==> config.mk <==
export PLATFORM = sky130hd
export DESIGN_NAME = shadow_route_top
export DESIGN_NICKNAME = d
export VERILOG_FILES = /design/src/rtl/shadow_route_pkg.sv /design/src/rtl/shadow_route_regs.sv /design/src/rtl/shadow_seg_decode.sv /design/src/rtl/shadow_hole_match.sv /design/src/rtl/shadow_route_top.sv
export SDC_FILE = /design/constraint.sdc
export NUM_CORES = 1
export LEC_CHECK = 0
export ABC_AREA = 1
export BUFFER_PORTS_ARGS = -buffer_cell sky130_fd_sc_hd__buf_2
export CAP_MARGIN = 20
export CORE_MARGIN = 8
export CORE_UTILIZATION = 60
export CTS_BUF_LIST = sky130_fd_sc_hd__clkbuf_16
export CTS_CLUSTER_DIAMETER = 150
export DETAILED_ROUTE_END_ITERATION = 6
export GPL_TIMING_DRIVEN = 0
export PLACE_DENSITY = 0.77
export REMOVE_ABC_BUFFERS = 1
export SYNTH_ARGS = -nofsm -noshare
export SYNTH_HDL_FRONTEND = slang
export SYNTH_SLANG_ARGS = --single-unit
export TNS_END_PERCENT = 10
==> constraint.sdc <==
create_clock -name clk -period 4.2 [get_ports clk]
set_input_delay 0.63 -clock clk [delete_from_list [all_inputs] [get_ports clk]]
set_output_delay 0.63 -clock clk [all_outputs]
set_load 0.02 [all_outputs]
==> src/rtl/shadow_route_pkg.sv <==
package shadow_route_pkg;

   typedef enum logic [1:0] {
      SRC_CPU  = 2'd0,
      SRC_PCIE = 2'd1,
      SRC_LINK = 2'd2
   } req_src_e;

   typedef enum logic {
      TGT_DRAM = 1'b0,
      TGT_LINK = 1'b1
   } route_tgt_e;

   typedef struct packed {
      route_tgt_e tgt;
      logic       err;
   } route_dec_t;

   localparam int unsigned CFG_AW = 4;

   localparam logic [CFG_AW-1:0] CFG_RD_EN     = 4'd0;
   localparam logic [CFG_AW-1:0] CFG_WR_EN     = 4'd1;
   localparam logic [CFG_AW-1:0] CFG_TOP       = 4'd2;
   localparam logic [CFG_AW-1:0] CFG_HOLE_EN   = 4'd3;
   localparam logic [CFG_AW-1:0] CFG_HOLE_BASE = 4'd4;

endpackage

==> src/rtl/shadow_route_regs.sv <==
module shadow_route_regs
   import shadow_route_pkg::*;
#(
   parameter int unsigned ADDR_W    = 32,
   parameter int unsigned NUM_SEG   = 13,
   parameter int unsigned NUM_HOLES = 3,
   parameter logic [ADDR_W-1:0] TOP_RST = '0
) (
   input  logic                     clk,
   input  logic                     rst_n,
   input  logic                     cfg_we,
   input  logic [CFG_AW-1:0]        cfg_addr,
   input  logic [ADDR_W-1:0]        cfg_wdata,
   output logic [NUM_SEG-1:0]       rd_en_o,
   output logic [NUM_SEG-1:0]       wr_en_o,
   output logic [ADDR_W-1:0]        top_o,
   output logic [NUM_HOLES-1:0]     hole_en_o,
   output logic [NUM_HOLES-1:0][ADDR_W-1:0] hole_base_o,
   output logic [NUM_HOLES-1:0][ADDR_W-1:0] hole_size_o
);

   localparam int unsigned LAST_IDX = 32'(CFG_HOLE_BASE) + 2 * NUM_HOLES;

   generate
      if (NUM_SEG > ADDR_W) begin : g_bad_seg
         $error("segment count exceeds register width");
      end
      if (NUM_HOLES > ADDR_W) begin : g_bad_hen
         $error("hole count exceeds register width");
      end
      if (LAST_IDX > (1 << CFG_AW)) begin : g_bad_map
         $error("hole registers do not fit the register index");
      end
   endgenerate

   always_ff @(posedge clk) begin
      if (!rst_n) begin
         rd_en_o   <= '0;
         wr_en_o   <= '0;
         top_o     <= TOP_RST;
         hole_en_o <= '0;
      end else if (cfg_we) begin
         case (cfg_addr)
            CFG_RD_EN:   rd_en_o   <= cfg_wdata[NUM_SEG-1:0];
            CFG_WR_EN:   wr_en_o   <= cfg_wdata[NUM_SEG-1:0];
            CFG_TOP:     top_o     <= cfg_wdata;
            CFG_HOLE_EN: hole_en_o <= cfg_wdata[NUM_HOLES-1:0];
            default: ;
         endcase
      end
   end

   for (genvar k = 0; k < NUM_HOLES; k++) begin : g_hole_reg
      localparam logic [CFG_AW-1:0] BASE_IDX = CFG_AW'(32'(CFG_HOLE_BASE) + 2 * k);
      localparam logic [CFG_AW-1:0] SIZE_IDX = CFG_AW'(32'(CFG_HOLE_BASE) + 2 * k + 1);

      always_ff @(posedge clk) begin
         if (!rst_n) begin
            hole_base_o[k] <= '0;
            hole_size_o[k] <= '0;
         end else if (cfg_we) begin
            if (cfg_addr == BASE_IDX) hole_base_o[k] <= cfg_wdata;
            if (cfg_addr == SIZE_IDX) hole_size_o[k] <= cfg_wdata;
         end
      end
   end

endmodule

==> src/rtl/shadow_seg_decode.sv <==
module shadow_seg_decode #(
   parameter int unsigned ADDR_W         = 32,
   parameter int unsigned NUM_SMALL_SEG  = 12,
   parameter int unsigned SMALL_SEG_LOG2 = 14,
   parameter int unsigned LARGE_SEG_LOG2 = 16,
   parameter int unsigned SHADOW_BASE    = 32'h000C_0000
) (
   input  logic [ADDR_W-1:0]          addr_i,
   output logic                       in_shadow_o,
   output logic [NUM_SMALL_SEG:0]     seg_hit_o
);

   localparam int unsigned NUM_SEG    = NUM_SMALL_SEG + 1;
   localparam int unsigned LARGE_BASE = SHADOW_BASE + (NUM_SMALL_SEG << SMALL_SEG_LOG2);
   localparam int unsigned SHADOW_END = LARGE_BASE + (1 << LARGE_SEG_LOG2);

   generate
      if (SHADOW_END <= SHADOW_BASE) begin : g_bad_window
         $error("shadow window wraps");
      end
      if ((SHADOW_BASE % (1 << SMALL_SEG_LOG2)) != 0) begin : g_bad_align
         $error("shadow base not aligned to the small segment size");
      end
   endgenerate

   for (genvar i = 0; i < NUM_SEG; i++) begin : g_seg
      localparam int unsigned LO = (i < NUM_SMALL_SEG) ?
                                   SHADOW_BASE + (i << SMALL_SEG_LOG2) : LARGE_BASE;
      localparam int unsigned HI = (i < NUM_SMALL_SEG) ?
                                   LO + (1 << SMALL_SEG_LOG2) : SHADOW_END;
      assign seg_hit_o[i] = (addr_i >= ADDR_W'(LO)) && (addr_i < ADDR_W'(HI));
   end

   assign in_shadow_o = |seg_hit_o;

endmodule

==> src/rtl/shadow_hole_match.sv <==
module shadow_hole_match #(
   parameter int unsigned ADDR_W = 32
) (
   input  logic [ADDR_W-1:0] addr_i,
   input  logic              en_i,
   input  logic [ADDR_W-1:0] base_i,
   input  logic [ADDR_W-1:0] size_i,
   output logic              hit_o
);

   logic [ADDR_W:0] lim_excl;
   logic            ge_base;
   logic            lt_lim;

   always_comb begin
      lim_excl = {1'b0, base_i} + {1'b0, size_i};
      ge_base  = addr_i >= base_i;
      lt_lim   = {1'b0, addr_i} < lim_excl;
      hit_o    = en_i && ge_base && lt_lim;
   end

endmodule

==> src/rtl/shadow_route_top.sv <==
module shadow_route_top
   import shadow_route_pkg::*;
#(
   parameter int unsigned ADDR_W         = 32,
   parameter int unsigned NUM_SMALL_SEG  = 12,
   parameter int unsigned SMALL_SEG_LOG2 = 14,
   parameter int unsigned LARGE_SEG_LOG2 = 16,
   parameter int unsigned SHADOW_BASE    = 32'h000C_0000,
   parameter int unsigned NUM_HOLES      = 3,
   parameter int unsigned TOP_RST        = 32'h0010_0000
) (
   input  logic              clk,
   input  logic              rst_n,
   input  logic              cfg_we,
   input  logic [3:0]        cfg_addr,
   input  logic [ADDR_W-1:0] cfg_wdata,
   input  logic              req_valid,
   output logic              req_ready,
   input  logic [ADDR_W-1:0] req_addr,
   input  logic              req_write,
   input  logic [1:0]        req_src,
   input  logic              req_snoop,
   input  logic              req_iwb,
   output logic              rsp_valid,
   input  logic              rsp_ready,
   output logic [ADDR_W-1:0] rsp_addr,
   output logic              rsp_write,
   output logic              rsp_target,
   output logic              rsp_error
);

   localparam int unsigned NUM_SEG    = NUM_SMALL_SEG + 1;
   localparam int unsigned SHADOW_END = SHADOW_BASE + (NUM_SMALL_SEG << SMALL_SEG_LOG2)
                                        + (1 << LARGE_SEG_LOG2);

   generate
      if (ADDR_W < 21 || ADDR_W > 32) begin : g_bad_aw
         $error("ADDR_W must cover the shadow window and fit 32 bits");
      end
      if (NUM_HOLES < 1) begin : g_bad_holes
         $error("at least one hole is required");
      end
   endgenerate

   logic [NUM_SEG-1:0]                rd_en, wr_en;
   logic [ADDR_W-1:0]                 top_lim;
   logic [NUM_HOLES-1:0]              hole_en;
   logic [NUM_HOLES-1:0][ADDR_W-1:0]  hole_base, hole_size;

   shadow_route_regs #(
      .ADDR_W    (ADDR_W),
      .NUM_SEG   (NUM_SEG),
      .NUM_HOLES (NUM_HOLES),
      .TOP_RST   (ADDR_W'(TOP_RST))
   ) u_regs (
      .clk         (clk),
      .rst_n       (rst_n),
      .cfg_we      (cfg_we),
      .cfg_addr    (cfg_addr),
      .cfg_wdata   (cfg_wdata),
      .rd_en_o     (rd_en),
      .wr_en_o     (wr_en),
      .top_o       (top_lim),
      .hole_en_o   (hole_en),
      .hole_base_o (hole_base),
      .hole_size_o (hole_size)
   );

   logic               in_shadow;
   logic [NUM_SEG-1:0] seg_hit;

   shadow_seg_decode #(
      .ADDR_W         (ADDR_W),
      .NUM_SMALL_SEG  (NUM_SMALL_SEG),
      .SMALL_SEG_LOG2 (SMALL_SEG_LOG2),
      .LARGE_SEG_LOG2 (LARGE_SEG_LOG2),
      .SHADOW_BASE    (SHADOW_BASE)
   ) u_seg (
      .addr_i      (req_addr),
      .in_shadow_o (in_shadow),
      .seg_hit_o   (seg_hit)
   );

   logic [NUM_HOLES-1:0] hole_hit;

   for (genvar k = 0; k < NUM_HOLES; k++) begin : g_hole
      shadow_hole_match #(.ADDR_W(ADDR_W)) u_match (
         .addr_i (req_addr),
         .en_i   (hole_en[k]),
         .base_i (hole_base[k]),
         .size_i (hole_size[k]),
         .hit_o  (hole_hit[k])
      );
   end

   logic       below_win;
   logic       bypass;
   logic       attr_on;
   route_dec_t dec;

   always_comb begin
      below_win = req_addr < ADDR_W'(SHADOW_BASE);
      bypass    = !req_snoop &&
                  ((req_src == SRC_PCIE) || (req_src == SRC_LINK));
      attr_on   = req_write ? |(seg_hit & wr_en) : |(seg_hit & rd_en);

      if (below_win) begin
         dec.tgt = TGT_DRAM;
      end else if (in_shadow) begin
         dec.tgt = (bypass || attr_on) ? TGT_DRAM : TGT_LINK;
      end else if (req_addr >= top_lim) begin
         dec.tgt = TGT_LINK;
      end else if (|hole_hit) begin
         dec.tgt = TGT_LINK;
      end else begin
         dec.tgt = TGT_DRAM;
      end
      dec.err = (dec.tgt == TGT_LINK) && req_iwb;
   end

   logic              out_vld_q;
   logic [ADDR_W-1:0] out_addr_q;
   logic              out_wr_q;
   route_dec_t        out_dec_q;
   logic              take;

   assign req_ready = !out_vld_q || rsp_ready;
   assign take      = req_valid && req_ready;

   always_ff @(posedge clk) begin
      if (!rst_n) begin
         out_vld_q  <= 1'b0;
         out_addr_q <= '0;
         out_wr_q   <= 1'b0;
         out_dec_q  <= '{tgt: TGT_DRAM, err: 1'b0};
      end else begin
         if (take) begin
            out_vld_q  <= 1'b1;
            out_addr_q <= req_addr;
            out_wr_q   <= req_write;
            out_dec_q  <= dec;
         end else if (rsp_ready) begin
            out_vld_q  <= 1'b0;
         end
      end
   end

   assign rsp_valid  = out_vld_q;
   assign rsp_addr   = out_addr_q;
   assign rsp_write  = out_wr_q;
   assign rsp_target = out_dec_q.tgt;
   assign rsp_error  = out_dec_q.err;

   logic unused_end;
   assign unused_end = (SHADOW_END == 0);

endmodule

* Word level (Yosys, flattened, before mapping)
Index checks and enable logic that the tools add are counted.
Operators by class: equality and inequality tests 11, bitwise gates (word level) 2, reductions and logical operators 43, div/mod/pow operators 0, $lt $le $gt $ge 34, add/subtract/negate cells 3, shift operators 0, multiply operators 0, muxes and demuxes 8
Operators by type and width (number):
- >= comparator 32 x 20 -> 1 bit, second input constant | 13
- < comparator 32 x 20 -> 1 bit, second input constant | 13
- >= comparator 32 bit | 4
- adder 32 x 32 -> 33 bit | 3
- < comparator 32 x 33 -> 1 bit | 3
- OR reduction 13 bit | 3
- < comparator 32 x 21 -> 1 bit, second input constant | 1
- AND 13 bit | 2
- logical AND 1 bit | 22
- AND reduction 2 bit | 10
- equality test 4 x 3 -> 1 bit, second input constant | 4
- equality test 4 x 2 -> 1 bit, second input constant | 2
- equality test 4 bit, second input constant | 2
- two-way mux 1 bit | 8
- equality test 4 x 1 -> 1 bit, second input constant | 1
- logical NOT 4 bit | 1
- logical OR 1 bit | 3
- OR reduction 3 bit | 1
- equality test 2 x 1 -> 1 bit, second input constant | 1
- equality test 2 bit, second input constant | 1
- logical NOT 1 bit | 2
- nonzero test 2 bit | 1
Word-level totals: bits in writable memories 0, input port bits 78, output and inout bits 37, bits in registers 289, ROM bits 0, memories 0, word-level logic and storage cells 116, latch bits 0

* Longest topological paths before layout
depth in word-level cells 10, depth in mapped cells 28, depth with buffers taken out 28

* Modules after synthesis
From an unflattened synthesis, not the netlist that was laid out.
Unflattened totals: cells, all modules 3628, area, all modules 23331.1 um^2
By module, submodules not included:
- shadow_route_regs | times used 1, area each 9854.5 um^2, cells an instance 1436, sequential area each 5064.9 um^2
- shadow_hole_match at g_hole[0].u_match ... | times used 2, area each 3515.9 um^2, cells an instance 584, sequential area each 0.0 um^2
- shadow_hole_match at g_hole[2].u_match | times used 1, area each 3572.2 um^2, cells an instance 593, sequential area each 0.0 um^2
- shadow_route_top | times used 1, area each 2322.2 um^2, cells an instance 340, sequential area each 720.7 um^2
- shadow_seg_decode | times used 1, area each 550.5 um^2, cells an instance 91, sequential area each 0.0 um^2

* Worst setup path before layout
No wires, ideal clock.
path kind register to register, start reg u_regs.hole_size_o[32] (netlist name), end reg out_dec_q, in the netlist rsp_error, cell stages (with the launch flop) 28, clock period less this slack 3.240 ns, data arrival time 3.171 ns, required time 4.130 ns, path slack 0.960 ns, buffers on the path 0, cell sequence dfxtp_1 > ha_1 > fa_1 > nand3_1 > nand3_2 > nand2_1 > nand2_2 > inv_2 > nor2_1 > nor2_2 > inv_2 > a21oi_4 > inv_2 > a21oi_2 > o21ai_2 > nand2_1 > nand2_1 > xnor2_1 > ha_1 > a21oi_1 > nor2_1 > a211oi_1 > nand2_1 > nand2_1 > nand3_1 > nand4_1 > nand3_1 > a21oi_1
Between the ends: word-level cells in the longest chain between the ends 9
Ends and longest elaborated chain:
- start: declaration | line shadow_route_regs.sv:19 | output logic [NUM_HOLES-1:0][ADDR_W-1:0] hole_size_o
- start signal: indexed assignment | line shadow_route_regs.sv:63 | if (cfg_addr == SIZE_IDX) hole_size_o[k] <= cfg_wdata;
- adder 32 x 32 -> 33 bit | line shadow_hole_match.sv:16 | lim_excl = {1'b0, base_i} + {1'b0, size_i};
- < comparator 32 x 33 -> 1 bit | line shadow_hole_match.sv:18 | lt_lim = {1'b0, addr_i} < lim_excl;
- logical AND 1 bit | line shadow_hole_match.sv:19 | hit_o = en_i && ge_base && lt_lim;
- OR reduction 3 bit | line shadow_route_top.sv:113 | end else if (|hole_hit) begin
- two-way mux 1 bit | line shadow_route_top.sv:113
- two-way mux 1 bit | line shadow_route_top.sv:111 | end else if (req_addr >= top_lim) begin
- two-way mux 1 bit | line shadow_route_top.sv:109 | end else if (in_shadow) begin
- two-way mux 1 bit | line shadow_route_top.sv:107 | if (below_win) begin
- logical AND 1 bit | line shadow_route_top.sv:118 | dec.err = (dec.tgt == TGT_LINK) && req_iwb;
- end signal: assignment | line shadow_route_top.sv:135 | out_dec_q <= '{tgt: TGT_DRAM, err: 1'b0};
- end: declaration | line shadow_route_top.sv:124 | route_dec_t out_dec_q;
No other way between the ends. A chain may end at the register's enable or synchronous reset.

* Worst setup path in the final report
start reg u_regs.hole_base_o[32] (netlist name), end reg out_dec_q, in the netlist rsp_error
Between the ends: word-level cells in the longest chain between the ends 9, elaborated cells on any way between the ends 11, those cells by class add/sub: 1; order compare: 2; mux: 4; reduce/logical: 4
Ends and longest elaborated chain:
- start: declaration | line shadow_route_regs.sv:18 | output logic [NUM_HOLES-1:0][ADDR_W-1:0] hole_base_o,
- start signal: indexed assignment | line shadow_route_regs.sv:62 | if (cfg_addr == BASE_IDX) hole_base_o[k] <= cfg_wdata;
- adder 32 x 32 -> 33 bit or >= comparator 32 bit (tied branches) | line shadow_hole_match.sv:16, shadow_hole_match.sv:17
- < comparator 32 x 33 -> 1 bit or logical AND 1 bit (tied branches) | line shadow_hole_match.sv:18, shadow_hole_match.sv:19
- logical AND 1 bit * | line shadow_hole_match.sv:19
- OR reduction 3 bit * | line shadow_route_top.sv:113
- two-way mux 1 bit * | line shadow_route_top.sv:113
- two-way mux 1 bit * | line shadow_route_top.sv:111
- two-way mux 1 bit * | line shadow_route_top.sv:109
- two-way mux 1 bit * | line shadow_route_top.sv:107
- logical AND 1 bit * | line shadow_route_top.sv:118
Every way passes the cells marked *; elsewhere a longest branch is shown, timed or not.

==> impl_results.md <==
* Starting Density at 60.7%
* PwrDens at 295 mW/mm²
* CP Capture Type: register
* Worst Setup Path Type: register to register
* Chip width at slightly above 200 µm
* Power share of the clock group at a little over two fifths
* Clock transition at path regs at 0.06 ns
* Initial antenna violation count at 0
* Residual DRC count at 0
* Share of cells above drive strength 1 at about 8%
* Crit path buf inv count at 3
* Final nets at between 3000 and 4000
* Final-report setup violation count at 0
* Tightest Pin Transition at 1.06 ns
* Final core occ at 66.9%
* CTS Root Cell: clkbuf_16
* CP max-delay cell: fa_1
* CP most frequent cell: nand2_1
* Post-route antenna net violation count at 0
* Post-DP Area at 0.0219 mm²
* Max Cap Violations at 0
* Most frequent cells in the layout: nor2_1 (457), nand2_1 (430), inv_1 (347), a21oi_1 (339), o21ai_0 (328)
* GRT Total Usage at about 28%
* Clk_skew at 0.00966 ns
* Post-synthesis async set-or-reset flop share at 0%
* Startpoint Class: register
* Core area at 0.0345 mm²
* Final design area excluding fillers at 0.0230 mm²
* Crit-path leading delay family: simple AND/OR/NAND/NOR gates
* Drt via density at 5.62
* WL/cell at about 17 µm
* Comb pwr share at 14.8%
* CTS tree: done
* RD Place Congestion at 0.955
* Yosys Warn Count at 0
* Slew margin rel. at 29.1%
* Layout area overhead at 10.2%
* Number of core rows at 68
* Final Non-Filler Cells at 3544
* Largest net degree at the start of global routing at around 150
* Clock Path Buffers at 3
* DRT Pass-1 Iters at 5
* Die height at between 200 and 250 µm
* Synthesized area at roughly 0.021 mm²
* First-pass GRT wire length at 95100 µm
* Data arrival, critical path at between 4 and 5 ns
* Switching share of power at 28.2%
* Lkg Pwr at 0.0109 µW
* Ant diodes at 0
* Most common cell after layout, fill and taps aside: nor2_1
* Power, Total at 6800 µW
* #FFs+latches synth at 289
* Post-DP HPWL at approximately 46000 µm
* P_sw at about 1900 µW
* Worst Path Required at approximately 4.7 ns
* Mapped Cells at 3000
* Worst vdd ir at 0.326 mV
* Proportion of power drawn by flip-flops and latches at 42.2%
* Maximum net fanout on the critical path at 3
* Max-slew violations at 0
* Post-Place Cells at 3480
* Die area at 0.0411 mm²
* Ys flop type: dfxtp_1
* Post-synthesis sequential area ratio at 27.7%
* Syn avg cell area at around 7 µm²
* Routed wire length at 60000 µm
* Final TNS setup at 0 ns
* FMAX at 252 MHz
* DR vias at 19921
* Worst hold path class: primary input to register
* Post-layout min period at 3.96 ns
* Final period util at 94.3%
* Count of cell types in the netlist at 52
* Post-CTS Hold Fix Bufs at 0
* Outcome: completed
* Clk sinks at around 290
* CTS buffer count at 36
* Ports at between 100 and 150
* RSZ-0062 raised after global routing: false
* Post-synth EDFFs at 0
* Hold Vio Cnt, Final at 0
* Vias in the first global route at around 19000
* Initial DRC Count at 1160
* Pint at 4880 µW
* Slowest cell delay on critical path at 0.42 ns
* Worst skew pair latency at 0.54 ns
* CTS HTree Levels at 2
* Total congestion overflow at 0
* # port buffers at 114
-- through the flow --
step	worst slack, ns	hold WS, ns
3_3_place_gp	-0.360	0.436
2_1_floorplan	0.960	0.423
5_1_grt	0.00487	0.351
6_report	0.239	0.369
3_5_place_dp	0.200	0.441
4_1_cts	0.175	0.346
-- cells by family (layout without fill, tap and decap cells) --
| family | after synthesis | in the layout | synth area share (%) |
|---|---|---|---|
| AO/OA/AOI/OAI | 780 | 780 | 20.3 |
| XOR/XNOR | 88 | 88 | 3.69 |
| AND/OR/NAND/NOR | 1067 | 1067 | 20.9 |
| adder cells (fa/ha/maj) | 320 | 320 | 19.3 |
| flip-flops | 289 | 289 | 27.7 |
| buffers and inverters | 456 | 545 | 8.21 |
-- worst min-delay path, cell delays in order --
cell,delay [ns]
buf_2,0.10
nand3_1,0.07
a21oi_1,0.05
-- synth_stat cells (all sizes together), types with 8 or more instances --
| master | instances | share of area [%] |
|---|---|---|
| nand3 | 72 | 1.8 |
| nor4 | 8 | 0.24 |
| xnor2 | 46 | 1.9 |
| a21oi | 347 | 8.5 |
| a21boi | 12 | 0.56 |
| clkbuf | 81 | 1.5 |
| xor2 | 42 | 1.8 |
| o21bai | 10 | 0.41 |
| dfxtp | 289 | 28 |
| nand4 | 28 | 0.87 |
| nor2 | 474 | 8.7 |
| inv | 351 | 6.3 |
| a21o | 16 | 0.57 |
| nand2 | 443 | 8.1 |
| ha | 317 | 19 |
| nor3 | 28 | 0.69 |
| o21ai | 348 | 8.6 |
| a31oi | 17 | 0.51 |
| a211oi | 8 | 0.29 |
| buf | 17 | 0.31 |
-- layout make-up --
class	instances	area, µm²
Sequential cell	289	5790
Tap cell	455	569
Multi-Input combinational cell	2255	13400
Clock inverter	25	159
Timing Repair Buffer	125	823
Clock buffer	37	926
Fill cell	3121	11400
Inverter	358	1350
-- registers in the layout, indices dropped and copies added (netlist names) --
register,flops
u_regs.hole_size_o,96
u_regs.hole_base_o,96
u_regs.hole_en_o,3
rsp_target,1
rsp_write,1
rsp_valid,1
rsp_error,1
u_regs.wr_en_o,13
rsp_addr,32
u_regs.top_o,32
u_regs.rd_en_o,13
-- metal layers --
layer / GRT usage, % / up-vias / wire (µm)
met2: 48.4 / 539 / 28200
met4: 10.7 / 0 / 2030
met5: 0 / - / 0
met1: 34.8 / 9143 / 26400
li1: - / 10105 / -
met3: 4.35 / 134 / 3420
-- final timing paths --
kind	startpoint	slack, ns	endpoint	cells past startpoint
hold reg to reg	u_regs.rd_en_o[10]	0.45	u_regs.rd_en_o[10]	2
setup / recovery	u_regs.hole_base_o[32]	0.24	rsp_error	27
setup reg to reg	u_regs.hole_base_o[32]	0.24	rsp_error	27
hold / removal	req_iwb	0.37	rsp_error	3
-- power by group through the flow --
stage	Combinational [µW]	Clock [µW]	Sequential, µW
2_1_floorplan	570	0	2950
3_3_place_gp	948	0	2920
3_5_place_dp	990	0	2920
4_1_cts	998	2970	2870
5_1_grt	1140	3070	2870
6_report	1010	2920	2870
-- repair_timing --
action	4_1_cts	5_1_grt
endpoints found under the setup margin	0	2
resized for setup	0	3
buffers inserted	0	1
No activity file was read; power rests on OpenSTA's default activity.
